`src/rtl/isa_bridge_pkg.sv`:
```
package isa_bridge_pkg;
  localparam int BYTE_W = 8;
  localparam int WORD_W = 16;
  localparam int LANES  = WORD_W / BYTE_W;

  typedef enum logic [1:0] {
    ST_IDLE = 2'd0,
    ST_REQ  = 2'd1,
    ST_RSP  = 2'd2,
    ST_DONE = 2'd3
  } cyc_state_e;

  typedef struct packed {
    logic hit;
    logic is_rst;
    logic is_read;
    logic odd;
  } cyc_flags_t;
endpackage

```
`src/rtl/isa_cycle_decode.sv`:
```
module isa_cycle_decode
  import isa_bridge_pkg::*;
#(
  parameter int ADDR_W   = 5,
  parameter int NUM_REGS = 3,
  parameter int RST_SLOT = 4,
  parameter int SEL_W    = 2
) (
  input  logic              aen_n,
  input  logic              ior_n,
  input  logic              iow_n,
  input  logic [ADDR_W-1:0] io_addr,
  output cyc_flags_t        flags,
  output logic [SEL_W-1:0]  slot_sel
);
  localparam int SLOT_W = ADDR_W - 1;

  logic [SLOT_W-1:0] slot;
  logic              active;
  logic              in_range;
  logic              rst_hit;

  always_comb begin
    slot     = io_addr[ADDR_W-1:1];
    active   = !aen_n && (!ior_n || !iow_n);
    in_range = slot < SLOT_W'(NUM_REGS);
    rst_hit  = slot == SLOT_W'(RST_SLOT);
    flags.hit     = active && (in_range || rst_hit);
    flags.is_rst  = rst_hit;
    flags.is_read = !ior_n;
    flags.odd     = io_addr[0];
    slot_sel      = slot[SEL_W-1:0];
  end
endmodule

```
`src/rtl/byte_hold.sv`:
```
module byte_hold
  import isa_bridge_pkg::*;
#(
  parameter int SEL_W = 2
) (
  input  logic              clk,
  input  logic              rst_n,
  input  logic              load,
  input  logic              clear,
  input  logic [SEL_W-1:0]  load_sel,
  input  logic [BYTE_W-1:0] load_byte,
  output logic              hold_valid,
  output logic [SEL_W-1:0]  hold_sel,
  output logic [BYTE_W-1:0] hold_byte
);
  always_ff @(posedge clk or negedge rst_n) begin
    if (!rst_n) begin
      hold_valid <= 1'b0;
      hold_sel   <= '0;
      hold_byte  <= '0;
    end else if (load) begin
      hold_valid <= 1'b1;
      hold_sel   <= load_sel;
      hold_byte  <= load_byte;
    end else if (clear) begin
      hold_valid <= 1'b0;
    end
  end
endmodule

```
`src/rtl/rd_lane_steer.sv`:
```
module rd_lane_steer
  import isa_bridge_pkg::*;
(
  input  logic [WORD_W-1:0] word,
  input  logic              narrow,
  input  logic              odd,
  input  logic              drive,
  output logic [WORD_W-1:0] lanes
);
  for (genvar i = 0; i < LANES; i++) begin : g_lane
    if (i == 0) begin : g_low
      assign lanes[BYTE_W-1:0] = !drive ? '0 :
        (narrow && odd) ? word[2*BYTE_W-1:BYTE_W] : word[BYTE_W-1:0];
    end else begin : g_up
      assign lanes[(i+1)*BYTE_W-1:i*BYTE_W] = (!drive || narrow) ? '0 :
        word[(i+1)*BYTE_W-1:i*BYTE_W];
    end
  end
endmodule

```
`src/rtl/isa_cycle_ctrl.sv`:
```
module isa_cycle_ctrl
  import isa_bridge_pkg::*;
#(
  parameter int SEL_W = 2
) (
  input  logic              clk,
  input  logic              rst_n,
  input  logic              wide_mode,
  input  cyc_flags_t        flags,
  input  logic [SEL_W-1:0]  slot_sel,
  input  logic [WORD_W-1:0] wdata,
  input  logic              strobe_idle,
  input  logic              hold_valid,
  input  logic [SEL_W-1:0]  hold_sel,
  input  logic [BYTE_W-1:0] hold_byte,
  output logic              hold_load,
  output logic              hold_clear,
  output logic              req_valid,
  input  logic              req_ready,
  output logic              req_write,
  output logic [SEL_W-1:0]  req_sel,
  output logic [WORD_W-1:0] req_wdata,
  input  logic              rsp_valid,
  input  logic [WORD_W-1:0] rsp_rdata,
  output logic [WORD_W-1:0] rd_word,
  output logic              drive_rd,
  output logic              cyc_narrow,
  output logic              cyc_odd,
  output logic              iochrdy_low,
  output logic              iocs16_low,
  output logic              soft_reset_pulse
);
  cyc_state_e state;
  logic cyc_rd, cyc_wide, cyc_cs16;
  logic start, same_slot, reg_write, merge_ok;

  always_comb begin
    start      = (state == ST_IDLE) && flags.hit;
    same_slot  = hold_sel == slot_sel;
    reg_write  = start && !flags.is_rst && !flags.is_read;
    hold_load  = reg_write && !wide_mode && !flags.odd;
    merge_ok   = reg_write && !wide_mode && flags.odd && hold_valid && same_slot;
    hold_clear = start && (flags.is_rst || !same_slot || merge_ok ||
                           (wide_mode && !flags.is_read));
    req_valid  = state == ST_REQ;
    iochrdy_low = start || (state == ST_REQ) || (state == ST_RSP);
    iocs16_low  = start ? (wide_mode && !flags.is_rst)
                        : ((state != ST_IDLE) && cyc_cs16);
    drive_rd   = (state == ST_DONE) && cyc_rd;
    cyc_narrow = !cyc_wide;
  end

  always_ff @(posedge clk or negedge rst_n) begin
    if (!rst_n) begin
      state            <= ST_IDLE;
      cyc_rd           <= 1'b0;
      cyc_wide         <= 1'b0;
      cyc_cs16         <= 1'b0;
      cyc_odd          <= 1'b0;
      req_write        <= 1'b0;
      req_sel          <= '0;
      req_wdata        <= '0;
      rd_word          <= '0;
      soft_reset_pulse <= 1'b0;
    end else begin
      soft_reset_pulse <= 1'b0;
      unique case (state)
        ST_IDLE: begin
          if (start) begin
            cyc_rd   <= flags.is_read && !flags.is_rst;
            cyc_wide <= wide_mode;
            cyc_cs16 <= wide_mode && !flags.is_rst;
            cyc_odd  <= flags.odd;
            req_sel  <= slot_sel;
            if (flags.is_rst) begin
              soft_reset_pulse <= flags.is_read;
              state            <= ST_DONE;
            end else if (flags.is_read) begin
              req_write <= 1'b0;
              state     <= ST_REQ;
            end else if (wide_mode) begin
              req_write <= 1'b1;
              req_wdata <= wdata;
              state     <= ST_REQ;
            end else if (merge_ok) begin
              req_write <= 1'b1;
              req_wdata <= {wdata[BYTE_W-1:0], hold_byte};
              state     <= ST_REQ;
            end else begin
              state <= ST_DONE;
            end
          end
        end
        ST_REQ: begin
          if (req_ready) state <= req_write ? ST_DONE : ST_RSP;
        end
        ST_RSP: begin
          if (rsp_valid) begin
            rd_word <= rsp_rdata;
            state   <= ST_DONE;
          end
        end
        ST_DONE: begin
          if (strobe_idle) begin
            state    <= ST_IDLE;
            cyc_rd   <= 1'b0;
            cyc_cs16 <= 1'b0;
          end
        end
        default: state <= ST_IDLE;
      endcase
    end
  end
endmodule

```
`src/rtl/isa_reg_bridge.sv`:
```
module isa_reg_bridge
  import isa_bridge_pkg::*;
#(
  parameter int ADDR_W   = 5,
  parameter int NUM_REGS = 3,
  parameter int RST_SLOT = 4,
  localparam int SEL_W   = (NUM_REGS > 1) ? $clog2(NUM_REGS) : 1
) (
  input  logic              clk,
  input  logic              rst_n,
  input  logic              cfg_byte_mode,
  input  logic              sbhe_present,
  input  logic              aen_n,
  input  logic              ior_n,
  input  logic              iow_n,
  input  logic [ADDR_W-1:0] io_addr,
  input  logic [15:0]       sd_wdata,
  output logic [15:0]       sd_rdata,
  output logic              sd_oe_lo,
  output logic              sd_oe_hi,
  output logic              iochrdy_low,
  output logic              iocs16_low,
  output logic              soft_reset_pulse,
  output logic              req_valid,
  input  logic              req_ready,
  output logic              req_write,
  output logic [SEL_W-1:0]  req_sel,
  output logic [15:0]       req_wdata,
  input  logic              rsp_valid,
  input  logic [15:0]       rsp_rdata
);
  cyc_flags_t        flags;
  logic [SEL_W-1:0]  slot_sel;
  logic              hold_load, hold_clear, hold_valid;
  logic [SEL_W-1:0]  hold_sel;
  logic [BYTE_W-1:0] hold_byte;
  logic [WORD_W-1:0] rd_word;
  logic              drive_rd, cyc_narrow, cyc_odd;
  logic              wide_mode;

  assign wide_mode = !cfg_byte_mode && sbhe_present;

  isa_cycle_decode #(
    .ADDR_W(ADDR_W), .NUM_REGS(NUM_REGS), .RST_SLOT(RST_SLOT), .SEL_W(SEL_W)
  ) u_decode (
    .aen_n(aen_n), .ior_n(ior_n), .iow_n(iow_n), .io_addr(io_addr),
    .flags(flags), .slot_sel(slot_sel)
  );

  byte_hold #(.SEL_W(SEL_W)) u_hold (
    .clk(clk), .rst_n(rst_n), .load(hold_load), .clear(hold_clear),
    .load_sel(slot_sel), .load_byte(sd_wdata[BYTE_W-1:0]),
    .hold_valid(hold_valid), .hold_sel(hold_sel), .hold_byte(hold_byte)
  );

  isa_cycle_ctrl #(.SEL_W(SEL_W)) u_ctrl (
    .clk(clk), .rst_n(rst_n), .wide_mode(wide_mode), .flags(flags),
    .slot_sel(slot_sel), .wdata(sd_wdata), .strobe_idle(ior_n && iow_n),
    .hold_valid(hold_valid), .hold_sel(hold_sel), .hold_byte(hold_byte),
    .hold_load(hold_load), .hold_clear(hold_clear),
    .req_valid(req_valid), .req_ready(req_ready), .req_write(req_write),
    .req_sel(req_sel), .req_wdata(req_wdata),
    .rsp_valid(rsp_valid), .rsp_rdata(rsp_rdata),
    .rd_word(rd_word), .drive_rd(drive_rd), .cyc_narrow(cyc_narrow),
    .cyc_odd(cyc_odd), .iochrdy_low(iochrdy_low), .iocs16_low(iocs16_low),
    .soft_reset_pulse(soft_reset_pulse)
  );

  rd_lane_steer u_steer (
    .word(rd_word), .narrow(cyc_narrow), .odd(cyc_odd), .drive(drive_rd),
    .lanes(sd_rdata)
  );

  assign sd_oe_lo = drive_rd;
  assign sd_oe_hi = drive_rd && !cyc_narrow;
endmodule

```
`config.mk`:
```
export PLATFORM = sky130hd
export DESIGN_NAME = isa_reg_bridge
export DESIGN_NICKNAME = d
export VERILOG_FILES = /design/src/rtl/isa_bridge_pkg.sv /design/src/rtl/isa_cycle_decode.sv /design/src/rtl/byte_hold.sv /design/src/rtl/rd_lane_steer.sv /design/src/rtl/isa_cycle_ctrl.sv /design/src/rtl/isa_reg_bridge.sv
export SDC_FILE = /design/constraint.sdc
export NUM_CORES = 1
export LEC_CHECK = 0
export BUFFER_PORTS_ARGS = -buffer_cell sky130_fd_sc_hd__buf_2
export CORE_AREA = 2 2 80 82
export CTS_BUF_LIST = sky130_fd_sc_hd__clkbuf_16
export DETAILED_ROUTE_END_ITERATION = 12
export DIE_AREA = 0 0 82 84
export HOLD_SLACK_MARGIN = 0.15
export PLACE_DENSITY = 0.73
export SYNTH_ARGS = -nofsm -noshare
export SYNTH_HDL_FRONTEND = slang
export SYNTH_SLANG_ARGS = --single-unit
```
`constraint.sdc`:
```
create_clock -name clk -period 1.7 [get_ports clk]
set_input_delay 0 -clock clk [delete_from_list [all_inputs] [get_ports clk]]
set_output_delay 0 -clock clk [all_outputs]
set_load 0.05 [all_outputs]
```
### Word-level counts from Yosys, hierarchy flattened

Index checks and enable logic that the tools add are counted.

* add/sub/neg operators: 0
* multiply operators: 0
* div/mod/pow operators: 0
* order comparisons: 1
* equal/unequal tests: 10
* shifts and indexed selects: 0
* multiplexer cells: 29
* bitwise operators: 1
* reduce and logical (&&, ||, !) cells: 49

Operators by type and width (count)
* 16-bit 2-to-1 mux: 2
* 8-bit 2-to-1 mux: 3
* 1-bit logical AND: 20
* 2-bit 2-to-1 mux: 8
* 1-bit 2-to-1 mux: 13
* 1-bit zero test: 10
* 1-bit logical OR: 8
* 2-bit case mux with 4 select lines: 1
* 4-bit AND reduction: 2
* 2-bit nonzero test: 4
* 2-bit by 1-bit != test with 1-bit output, second input constant: 3
* 5-bit AND reduction: 1
* 2-bit equality test, second input constant: 2
* 4-bit by 3-bit equality test with 1-bit output, second input constant: 1
* 4-bit by 2-bit less-than comparator with 1-bit output, second input constant: 1
* 1-bit case mux with 2 select lines: 2
* 2-bit AND reduction: 2
* 3-bit by 1-bit != test with 1-bit output, second input constant: 1
* 3-bit AND reduction: 1
* 2-bit by 1-bit equality test with 1-bit output, second input constant: 1
* 2-bit equality test: 1
* 2-bit zero test: 1
* 2-bit != test, second input constant: 1
* 1-bit NOT: 1

* flip-flop bits (word level): 53
* bits in latches: 0
* RAM bits: 0
* bits in read-only memories: 0
* bits of input ports: 46
* output and inout bits: 41
* logic and storage cells: 103
* memories: 0

### Longest topological paths before layout

* depth in word-level cells: 17
* gate-level depth with buffers: 7
* gate-level depth less buffers: 6

### Cells and area by module

From an unflattened synthesis, not the netlist that was laid out.

* cells, all modules: 268
* area, all modules: 2975.4 um2

By module, submodules not included
* isa_cycle_ctrl: instances 1, cells each 194, area each 2158.3 um2, seq. area each 1051.0 um2
* byte_hold: instances 1, cells each 24, area each 445.4 um2, seq. area each 275.3 um2
* rd_lane_steer: instances 1, cells each 39, area each 269.0 um2, seq. area each 0.0 um2
* isa_cycle_decode: instances 1, cells each 8, area each 68.8 um2, seq. area each 0.0 um2
* isa_reg_bridge: instances 1, cells each 3, area each 33.8 um2, seq. area each 0.0 um2

### Worst setup path after synthesis

No wires, ideal clock.

* path kind: register to register
* from: register u_ctrl.state[0]
* to: register u_hold.hold_byte[0]
* data arrival time: 1.713 ns
* required time: 1.575 ns
* setup slack: -0.138 ns
* stages on the path, launching flop included: 7
* period minus slack after synthesis: 1.838 ns
* cells stage by stage: dfrtp_1 -> inv_1 -> ha_1 -> o211ai_2 -> or3_4 -> buf_6 -> mux2_4

* longest elaborated chain between the ends: 6

Ends and longest elaborated chain
* from (decl): line isa_cycle_ctrl.sv:33 `cyc_state_e state;`
* from (signal assigned): line isa_cycle_ctrl.sv:95 `if (req_ready) state <= req_write ? ST_DONE : ST_RSP;`
* 2-bit zero test: line isa_cycle_ctrl.sv:38 `start = (state == ST_IDLE) && flags.hit;`
* 1-bit logical AND: line isa_cycle_ctrl.sv:38
* 1-bit logical AND (2 in a row): line isa_cycle_ctrl.sv:40 `reg_write = start && !flags.is_rst && !flags.is_read;`
* 1-bit logical AND (2 in a row): line isa_cycle_ctrl.sv:41 `hold_load = reg_write && !wide_mode && !flags.odd;`
* to (signal assigned): line byte_hold.sv:24 `hold_byte <= load_byte;`
* to (decl): line byte_hold.sv:14 `output logic [BYTE_W-1:0] hold_byte`

Every way passes these cells.
A chain may end at the register's enable or synchronous reset.

### Final worst setup path

* from: register u_ctrl.state[1]
* to: output port sd_rdata[0]

* longest elaborated chain between the ends: 3

Ends and longest elaborated chain
* 2-bit equality test: line isa_cycle_ctrl.sv:49 `drive_rd = (state == ST_DONE) && cyc_rd;`
* 1-bit logical AND: line isa_cycle_ctrl.sv:49
* 8-bit 2-to-1 mux: line rd_lane_steer.sv:12 `assign lanes[BYTE_W-1:0] = !drive ? '0 :`
* to (decl): line isa_reg_bridge.sv:18 `output logic [15:0] sd_rdata,`

Every way passes these cells.

==> flow_summary.json <==
{
  "status": "complete, no violations",
  "antennaDiodeCount": 0,
  "ys_ff_latch": 53,
  "rsz0062_at_grt": "yes",
  "fin_nets": 409,
  "start_util": 0.430,
  "power_density_nw_per_um2": 1670,
  "drt_first_iter_violations": 77,
  "grt_usage": 0.211,
  "maxCapViolations": 0,
  "crit_type": "flop to primary output",
  "worst-endpoint-arrival_ns": 1.69,
  "drtAntennaViolNets": 0,
  "totalWireLength_mm": 7.22,
  "hold_violations": 0,
  "crit_top_cell": "buf_4",
  "die_w_um": 82,
  "fmax_ghz": 0.593,
  "worstHoldEndpoint": "u_ctrl.state[1]",
  "core_sq_um": 6100,
  "cts_root_buf": "clkbuf_16",
  "place.gp.congestion": 0.761,
  "synthesis.nets": 274,
  "synth.most_common_cell": "dfrtp_1",
  "drcViolationCount": 0,
  "r2r_slack_ns": 0.04,
  "synth-main-ff-cell": "dfrtp_1",
  "hold_class": "input port to flop",
  "tritoncts": "done",
  "grt_overflow": 0,
  "yosysWarnings": 0,
  "setup_viol": 0,
  "worstRegToRegCells": 5,
  "vias": 2313,
  "ys_top_cells_by_area": "dfrtp_1 51%, mux2_2 9.4%, a2bb2oi_1 5.3%",
  "critical_path_depth": 7,
  "hold_ws_ns": 0.212,
  "post_drt_wl_per_cell_um": 16.6,
  "worstReg2RegEnd": "u_hold.hold_byte[5]",
  "grt_max_degree": 33,
  "num_io_pins": 87,
  "timing.final.crit_share": 0.992,
  "grt_pass1_wl_mm": 11.2,
  "cp_top_family": "buffers and inverters",
  "port_buffers": 86,
  "max_slew.worst_pin.slew_ns": 0.545,
  "synthArstFlopShare": 1.00,
  "clk_pin_slew_ns": 0.06,
  "met1_length_mm": 3.14,
  "synthTopCellsByCount": "53 x dfrtp_1, 23 x nand2_1, 22 x mux2_2",
  "skew_ns": 0.00187,
  "min_period_ns": 1.69,
  "post_synth_num_cell_types": 44,
  "grt_pass1_vias": 2429,
  "vias_per_cell": 5.31,
  "peakVddDrop_v": 0.00110,
  "netlist_area_sq_um": 2620,
  "relSlewSlack": 0.637,
  "top_layer": "met4",
  "crit_required_ns": 1.70,
  "rr_startpoint": "u_ctrl.state[1]",
  "synth_edf_count": 0,
  "cts_sinks": 53,
  "synth_cells": 224,
  "final_util": 0.647,
  "max_stage_delay_ns": 0.36,
  "crit_chain": "buf_4 > ha_1 > buf_4 > nand2_2 > buf_4 > a21oi_1 > buf_4",
  "die_h_um": 84,
  "drive_gt1_frac": 0.474,
  "cts_buffer_depth": 2,
  "synth_area_leader_cell": "dfrtp_1",
  "crit_buf_inv": 4,
  "rows": 29,
  "maxSlewViolCount": 0,
  "clock_latency_ns": 0.29,
  "min-delay-start": "req_ready",
  "hpwl_mm": 4.41,
  "cts_max_level": 2,
  "cts_made_buffers": 5,
  "cp-end-kind": "primary output",
  "antenna_found_initial": 0,
  "final.setup.tns_ns": 0,
  "dieArea_sq_um": 6890,
  "wl_met3_um": 324,
  "cp_slowest_cell": "dfrtp_1",
  "p_leak_uw": 0.00193,
  "synth_top_area_frac": 0.505,
  "synth.avg_cell_area_sq_um": 11.7,
  "cp_max_fo": 9,
  "wl_met2_mm": 3.66,
  "nFillCells": 477,
  "ys_seq_area_frac": 0.505,
  "critPathLaunchType": "flop",
  "area_delta_synth_final_pct": 50.4,
  "hold_depth": 5,
  "drtPass1Iterations": 4
}
routing by layer:
metal,GRT usage,vias to the layer above
li1,-,1094
met1,0.267,1127
met2,0.364,83
met3,0.0422,9
met4,0.0515,0
met5,0,-
repair_timing:
| item | in CTS | in global routing |
|---|---|---|
| resized for setup | 24 | 26 |
| hold buffers | 37 | 0 |
| pin swaps | 1 | 2 |
| endpoints found under the setup margin | 23 | 19 |
| hold endpoints to repair | 100 | 0 |
| setup buffers | 1 | 1 |
worst max path at each step:
stage	start	end	slack, ns
floorplan	u_ctrl.state[0]	u_hold.hold_byte[0]	-0.02
global placement	u_ctrl.state[0]	u_hold.hold_byte[4]	0.04
detailed placement	u_ctrl.state[1]	u_ctrl.state[0]	-0.02
CTS	u_ctrl.state[1]	sd_rdata[0]	0.02
global route	u_ctrl.state[1]	sd_rdata[0]	-0.05
finish	u_ctrl.state[1]	sd_rdata[0]	0.01
flip-flops by register name, indices dropped and copies added (netlist names), 2 cells and up:
register	flops
u_ctrl.req_wdata	16
u_hold.hold_byte	8
u_ctrl.state	2
u_ctrl.req_sel	2
u_hold.hold_sel	2
u_ctrl.rd_word	16
worst register-to-register path, cell delays in order (launching register included):
cell and delay, ns:
dfrtp_1 0.39, inv_2 0.09, ha_4 0.19, o211ai_4 0.09, or3_4 0.45, mux2_4 0.33
stage by stage:
stage	setup WS, ns	total power [uW]	instance area [sq um]	std cells
after detailed placement	-0.0236	5170	3280	391
after global routing	-0.0465	6970	3950	436
after floorplan	-0.0191	4370	2660	224
after global placement	0.0375	5110	3280	391
final	0.0141	6610	3950	436
after CTS	0.0159	6490	3880	436
cells in the final DEF (no fill, tap or decap), types with 4 or more instances in the layout:
cell            n
mux2_2         22
nand2_1        21
mux2_4          9
o22ai_1        16
a2bb2oi_1      16
buf_4          23
a21oi_1        11
clkbuf_16       5
dlygate4sd3_1  37
buf_6           8
inv_1           4
buf_2          67
and3_2          7
dfrtp_1        53
nor2_1          4
area by class of cell:
class | instances | area (sq um) | area share
multi-input combinational | 150 | 1260 | 0.321
inverter | 8 | 32.5 | 0.00824
tap | 77 | 96.3 | 0.0244
sequential | 53 | 1330 | 0.336
clock inverter | 2 | 35.0 | 0.00888
timing repair buffer | 141 | 1070 | 0.270
clock buffer | 5 | 125 | 0.0317
power breakdown:
part	switching, uW	internal, uW
Combinational	1990	1350
Sequential	363	1790
Clock	430	684
Total	2780	3820
cells by family (layout without fill, tap and decap cells):
| logic type | count (synthesis) | count (layout) | share of synthesized area |
|---|---|---|---|
| AOI/OAI and AO/OA | 60 | 60 | 0.174 |
| DFF | 53 | 53 | 0.505 |
| and+or+nand+nor | 51 | 51 | 0.102 |
| muxes | 32 | 32 | 0.150 |
| buffers and inverters | 21 | 156 | 0.0396 |
| adders and majority gates | 5 | 5 | 0.0229 |
| xor gates and xnor gates | 2 | 2 | 0.00668 |
(Power assumes the default switching activity.)
